<file path="src/rtl/secded_pkg.sv">
package secded_pkg;
  localparam int DATA_W = 64;
  localparam int CHK_W  = 8;
  localparam int CODE_W = DATA_W + CHK_W;
  localparam int LOC_W  = CHK_W - 1;

  typedef logic [CHK_W-1:0] col_t;

  // Data column idx: odd weights from 3 upward, ascending value within a weight
  function automatic col_t data_col(input int idx);
    int seen;
    seen = 0;
    for (int w = 3; w <= CHK_W; w += 2) begin
      for (int v = 0; v < (1 << CHK_W); v++) begin
        if ($countones(col_t'(v)) == w) begin
          if (seen == idx) return col_t'(v);
          seen++;
        end
      end
    end
    return '0;
  endfunction

  function automatic logic [DATA_W-1:0] row_mask(input int row);
    logic [DATA_W-1:0] m;
    col_t c;
    m = '0;
    for (int i = 0; i < DATA_W; i++) begin
      c = data_col(i);
      m[i] = c[row];
    end
    return m;
  endfunction
endpackage

</file>
<file path="src/rtl/secded_enc.sv">
module secded_enc import secded_pkg::*; (
  input  logic [DATA_W-1:0] data_i,
  output logic [CODE_W-1:0] code_o
);
  logic [CHK_W-1:0] chk;

  for (genvar r = 0; r < CHK_W; r++) begin : g_row
    localparam logic [DATA_W-1:0] MASK = row_mask(r);
    assign chk[r] = ^(data_i & MASK);
  end

  assign code_o = {chk, data_i};
endmodule

</file>
<file path="src/rtl/secded_syn.sv">
module secded_syn import secded_pkg::*; (
  input  logic [CODE_W-1:0] code_i,
  output logic [CHK_W-1:0]  syn_o
);
  for (genvar r = 0; r < LOC_W; r++) begin : g_row
    localparam logic [DATA_W-1:0] MASK = row_mask(r);
    assign syn_o[r] = ^(code_i[DATA_W-1:0] & MASK) ^ code_i[DATA_W+r];
  end

  // top row all ones on read: overall parity of the stored word
  assign syn_o[CHK_W-1] = ^code_i;
endmodule

</file>
<file path="src/rtl/secded_fix.sv">
module secded_fix import secded_pkg::*; (
  input  logic [CODE_W-1:0] code_i,
  input  logic [CHK_W-1:0]  syn_i,
  output logic [DATA_W-1:0] data_o,
  output logic              single_o,
  output logic              double_o
);
  logic [DATA_W-1:0] hit_d;
  logic [CHK_W-1:0]  hit_c;
  logic [LOC_W-1:0]  loc;
  logic              odd;

  assign loc = syn_i[LOC_W-1:0];
  assign odd = syn_i[CHK_W-1];

  for (genvar i = 0; i < DATA_W; i++) begin : g_dhit
    localparam col_t COL = data_col(i);
    assign hit_d[i] = (loc == COL[LOC_W-1:0]);
  end

  for (genvar k = 0; k < LOC_W; k++) begin : g_chit
    assign hit_c[k] = (loc == (LOC_W'(1) << k));
  end
  assign hit_c[CHK_W-1] = (loc == '0);

  always_comb begin
    single_o = odd & ((|hit_d) | (|hit_c));
    double_o = (|syn_i) & ~single_o;
    data_o   = code_i[DATA_W-1:0] ^ (hit_d & {DATA_W{single_o}});
  end
endmodule

</file>
<file path="src/rtl/secded_mem_ecc.sv">
module secded_mem_ecc import secded_pkg::*; (
  input  logic              clk_i,
  input  logic              rst_ni,
  input  logic [DATA_W-1:0] wr_data_i,
  output logic [CODE_W-1:0] wr_code_o,
  input  logic [CODE_W-1:0] rd_code_i,
  output logic [DATA_W-1:0] rd_data_o,
  output logic              rd_single_o,
  output logic              rd_double_o
);
  logic [CHK_W-1:0]  syn;
  logic [DATA_W-1:0] fix_data;
  logic              fix_single, fix_double;

  secded_enc u_enc (.data_i(wr_data_i), .code_o(wr_code_o));

  secded_syn u_syn (.code_i(rd_code_i), .syn_o(syn));

  secded_fix u_fix (
    .code_i  (rd_code_i),
    .syn_i   (syn),
    .data_o  (fix_data),
    .single_o(fix_single),
    .double_o(fix_double)
  );

  always_ff @(posedge clk_i or negedge rst_ni) begin
    if (!rst_ni) begin
      rd_data_o   <= '0;
      rd_single_o <= 1'b0;
      rd_double_o <= 1'b0;
    end else begin
      rd_data_o   <= fix_data;
      rd_single_o <= fix_single;
      rd_double_o <= fix_double;
    end
  end
endmodule

</file>
<file path="config.mk">
export PLATFORM = sky130hd
export DESIGN_NAME = secded_mem_ecc
export DESIGN_NICKNAME = d
export VERILOG_FILES = /design/src/rtl/secded_pkg.sv /design/src/rtl/secded_enc.sv /design/src/rtl/secded_syn.sv /design/src/rtl/secded_fix.sv /design/src/rtl/secded_mem_ecc.sv
export SDC_FILE = /design/constraint.sdc
export NUM_CORES = 1
export LEC_CHECK = 0
export ABC_AREA = 1
export BUFFER_PORTS_ARGS = -buffer_cell sky130_fd_sc_hd__buf_2
export CAP_MARGIN = 20
export CORE_MARGIN = 2
export CORE_UTILIZATION = 55
export CTS_BUF_LIST = sky130_fd_sc_hd__clkbuf_16
export DETAILED_ROUTE_END_ITERATION = 8
export PLACE_DENSITY = 0.83
export SYNTH_ARGS = -nofsm -noshare
export SYNTH_HDL_FRONTEND = slang
export SYNTH_HIERARCHICAL = 1
export SYNTH_SLANG_ARGS = --single-unit
</file>
<file path="constraint.sdc">
create_clock -name clk_i -period 1.4 [get_ports clk_i]
set_clock_uncertainty 0.15 [all_clocks]
set_input_delay 0.14 -clock clk_i [delete_from_list [all_inputs] [get_ports clk_i]]
set_output_delay 0.14 -clock clk_i [all_outputs]
set_load 0.02 [all_outputs]
</file>
==> out/metrics.csv, run 1 <==
stage;metric;value;unit
outcome;status;stopped before the end;
outcome;failing step;5_1_grt;
outcome;Error;[ERROR DPL-0038] Utilization greater than 100%, impossible to legalize;
timing;worst endpoint after global-route timing repair;rd_data_o[20]$_DFF_PN0_/D;
synthesis;synth warn;6;
timing;Worst EP kind;sequential cell input;
synthesis;Synth Register Bits;66;
synthesis;Synth area leader;nand2_1;
floorplanning;Initial Utilization;0.5621;
clock_tree;root buffer cell;clkbuf_16;
place;IO Port Bufs;275;
synthesis;FFs w/ async S/R, synth;1.000;
synthesis;Synth top area share;0.3075;
synthesis;Syn Inst Count;1840;
place;Placer Congestion;0.9676;
synthesis;number of synthesized flops with an enable pin;0;
synthesis;Primary FF master, synth;dfrtp_1;
synthesis;ranking of synthesized cells by area;nand2_1 31%, dfrtp_1 16%, inv_1 9.3%, xor2_1 9.1%, xnor2_1 8.5%;
floorplanning;die width;139.7;um
clock_tree;CTS sink count;66;
clock_tree;clock tree buffer depth;2;
floorplanning;Site Rows;49;
synthesis;mean post-synth cell area;5.507;um^2
synthesis;Mapped Nets;1978;
global_route;largest net degree at the start of global routing;67;
clock_tree;H-tree Lvls;3;
synthesis;library cells used by synthesis;28;
synthesis;register area share after synthesis;0.1630;
floorplanning;Top-Level Pins;276;
clock_tree;TritonCTS buffer count;9;
place;DP HPWL;28960;um
floorplanning;Die Height;139.7;um
synthesis;mapped cell area;10130;um^2
[kinds of logic after synthesis]
group | synth area share
buffers and inverters | 0.1673
AO/OA/AOI/OAI | 0.002716
AND/OR/NAND/NOR | 0.4899
XOR/XNOR | 0.1771
flip-flops | 0.1630
[timing repair]
item	CTS
setup endpoints to repair	74
buffers inserted	49
resized for setup	508
pin swaps	198
hold buffers	14
endpoints found under the hold margin	79
cloned	13
[cells in the mapped netlist, types with 6 or more instances]
cell        n
nand2_1   830
inv_2       6
buf_4      77
buf_2      12
nand4_1    64
inv_1     252
nand2_2     9
nand3_1   156
xor2_1    105
nand3b_1    8
nor2_1    112
xnor2_1    98
buf_1       9
dfrtp_1    66
[metrics by stage]
| step | TNS [ns] | setup WS, ns | std cells | instance area [um^2] | utilization |
|---|---|---|---|---|---|
| CTS | -103.53 | -1.618 | 2598 | 16650 | 0.9236 |
| detailed placement | -141.28 | -2.147 | 2512 | 13650 | 0.7571 |
| global placement | -143.90 | -2.189 | 2512 | 13650 | 0.7571 |
| floorplan | -87.05 | -1.339 | 1840 | 10600 | - |
==> run 2, diff against run 1 <==
- CORE_UTILIZATION: 55 -> 40
- CTS_BUF_LIST: sky130_fd_sc_hd__clkbuf_16 -> default
- PLACE_DENSITY: 0.83 -> default
- PLACE_DENSITY_LB_ADDON: default -> 0.15
==> run 2 against run 1 <==
The flow now finishes, with violations (hold timing, setup timing). Synthesized area did not move. Synthesized cell count did not move.
==> out/metrics.csv, run 2 <==
stage;metric;value;unit;change
outcome;status;complete, but fails checks;;
outcome;failing checks;hold timing, setup timing;;
global_route;met3 Usage GRT;0.04545;;
finish;synthesis-to-layout area growth;78.30;%;
global_route;initial antenna violation count;0;;
finish;commonest non-fill, non-tap cells in the layout;601 x nand2_1, 308 x buf_4, 188 x nand2_2, 184 x buf_2, 177 x inv_1;;
global_route;met1 Use GR;0.3107;;
pwr;P_sw;16.45;mW;
pwr;switching part of the total;0.5092;;
synthesis;register area share after synthesis;0.1630;;unchanged
pwr;Gate power share;0.861;;
synthesis;synth cell count leaders;830 x nand2_1, 252 x inv_1, 156 x nand3_1;;
routing;WL final;41670;um;
timing;fin crit period;3.190;ns;
routing;Routed WL per cell;15.30;um;
clock_tree;root buffer cell;clkbuf_16;;
finish;most common cell after layout, fill and taps aside;nand2_1;;
floorplanning;die width;163.2;um;+17%
synthesis;ranking of synthesized cells by area;nand2_1 31%, dfrtp_1 16%, inv_1 9.3%, xor2_1 9.1%, xnor2_1 8.5%;;
timing;Slew Viols, Final;0;;
worst_setup_path;WP data arrival;3.26;ns;
finish;final std cells w/o fill;2723;;
place;DP Cell Count;2629;;+4.7%
floorplanning;Initial Utilization;0.4047;;-0.1574
global_route;Congestion Overflow GR;0;;
worst_setup_path;CP max-delay cell;xor2_2;;
pwr;clock share of power;0.073;;
worst_setup_path;CP Data Required Time;1.47;ns;
worst_hold_path;hold_sp;rd_code_i[48];;
timing;final setup fails;74;;
finish;area of the multi-input gates;9383;um^2;
worst_setup_path;path type of the worst setup path;in2reg;;
synthesis;Primary FF master, synth;dfrtp_1;;
routing;DRT Pass-1 Iters;7;;
clock_tree;CTS clk-pin slew, worst paths;0.06;ns;
run;max_cap viols;0;;
worst_hold_path;worst hold path cell count;4;;
synthesis;Synth area leader;nand2_1;;
timing;slew margin rel.;0.7783;;
clock_tree;CTS sink count;66;;unchanged
synthesis;mean post-synth cell area;5.507;um^2;unchanged
floorplanning;Die Height;163.2;um;+17%
synthesis;Synth top area share;0.3075;;unchanged
routing;DR iter-0 viols;703;;
finish;Reg with most FFs;rd_data_o;;
global_route;Total GRT Usage;0.2680;;
floorplanning;Core Area;25040;um^2;
timing;Max Clk Rate;0.3135;GHz;
pwr;Int Pwr;15.86;mW;
worst_setup_path;Worst Path Max Fanout;10;;
finish;layout cells sized above 1;0.5107;;
global_route;first-pass GRT wire length;56100;um;
finish;nets;2526;;
routing;Antenna Nets Post-Route;0;;
place;DP HPWL;29600;um;+2.2%
floorplanning;Top-Level Pins;276;;unchanged
timing;Hold WS;-0.02258;ns;
timing;Worst-Margin Slew;0.3302;ns;
routing;residual DRC count;0;;
synthesis;library cells used by synthesis;28;;unchanged
global_route;vias in the first global route;11620;;
pwr;VDD IR max;2901;uV;
clock_tree;TritonCTS buffer count;9;;unchanged
global_route;largest net degree at the start of global routing;40;;
timing;final hold vios;3;;
finish;diode count;0;;
finish;fin util;0.7216;;
routing;vias per cell;4.892;;
global_route;busiest grt layer;met2;;
synthesis;Synth Register Bits;66;;unchanged
synthesis;FFs w/ async S/R, synth;1.000;;unchanged
worst_setup_path;startpoint types;input port;;
worst_hold_path;Hold EP;rd_data_o[48];;
timing;PnR worst setup slack;-1.790;ns;
global_route;met2 usage;0.4873;;
clock_tree;CTS tree;done;;
worst_setup_path;Crit. End Element;flop;;
pwr;sequential power share;0.066;;
synthesis;Syn Inst Count;1840;;unchanged
worst_setup_path;CP peak stage delay;0.25;ns;
clock_tree;clock tree buffer depth;2;;unchanged
pwr;PwrDens;1789;nW/um^2;
finish;FILL cells;1962;;
floorplanning;Site Rows;58;;+18%
timing;period utilization;2.278;;
place;Placer Congestion;0.9806;;+1.3%
finish;Top Registers;rd_data_o (64), rd_double_o (1), rd_single_o (1);;
worst_setup_path;Crit path top cell by count;nand2_2;;
clock_tree;H-tree Lvls;3;;unchanged
finish;Seq. cell area;1652;um^2;
timing;unrepaired setup endpoints after global routing;true;;
synthesis;most common cell in the netlist;nand2_1;;
synthesis;mapped cell area;10130;um^2;unchanged
synthesis;synth warn;6;;unchanged
routing;via count;13320;;
floorplanning;die area;26620;um^2;
place;IO Port Bufs;275;;unchanged
synthesis;Mapped Nets;1978;;unchanged
finish;max reg flops;64;;
synthesis;number of synthesized flops with an enable pin;0;;unchanged
worst_hold_path;Hold WC Path Type;in2reg;;
pwr;Leak;9.992;nW;
run 2: critical path, delay by kind of cell:
family / cells / cell delay (ns)
buf+inv: 8 / 0.96
xor+xnor: 2 / 0.49
simple gates: 19 / 1.63
run 2: how the worst max path moves through the flow:
| stage | slack [ns] | to | start | cells after the start |
|---|---|---|---|---|
| 2_1_floorplan | -1.34 | rd_data_o[12] | rd_code_i[6] | 23 |
| 3_3_place_gp | -2.33 | rd_data_o[30] | rd_code_i[63] | 24 |
| 3_5_place_dp | -2.27 | rd_data_o[30] | rd_code_i[14] | 27 |
| 4_1_cts | -1.65 | rd_data_o[30] | rd_code_i[18] | 24 |
| 5_1_grt | -1.90 | rd_data_o[26] | rd_code_i[37] | 29 |
| 6_report | -1.79 | rd_data_o[26] | rd_code_i[36] | 29 |
run 2: power by group through the flow:
stage                     logic (mW)  registers, mW  clock network, mW
after floorplan                 11.4           2.38                  0
after global placement          15.0           2.17                  0
after detailed placement        15.1           2.16                  0
after CTS                       19.7           2.13               2.40
after global routing            29.1           2.14               2.49
final                           27.8           2.13               2.36
run 2: logic make-up after synthesis:
kind of cell / after synthesis / share of synthesized area
flops: 66 / 0.1630
compound gates: 5 / 0.002716
simple gates: 1198 / 0.4899
xor+xnor: 204 / 0.1771
buf+inv: 367 / 0.1673
run 2: metrics by stage:
step                setup slack (ns)  instance area [um^2]  power (mW)  TNS, ns
detailed placement            -2.273                 13890       17.24  -147.69
finish                        -1.790                 18070       32.31  -115.61
CTS                           -1.652                 14930       24.21  -106.07
global route                  -1.899                 18070       33.71  -123.25
global placement              -2.327                 13890       17.16  -150.61
floorplan                     -1.339                 10600       13.82   -87.05
run 2: layout make-up:
class,count,share of cell area
clock buffer,10,0.01323
tap,330,0.02285
sequential,66,0.09142
timing repair buffer,646,0.2913
clock inverter,6,0.003601
inverter,258,0.05825
multi-input combinational,1407,0.5194
run 2: per-layer routing:
metal,up-vias,share of wire,routed length [um]
li1,6584,-,-
met4,0,0.042,1735
met5,-,0,0
met1,6201,0.39,16090
met3,88,0.056,2349
met2,447,0.52,21490
run 2: what timing repair did:
action	CTS	global route
pin swaps	33	351
buffers inserted	14	44
gates cloned	3	9
hold endpoints to repair	75	2
endpoints found under the setup margin	74	74
hold buffers	11	2
resized for setup	107	733
(Power assumes the default switching activity.)
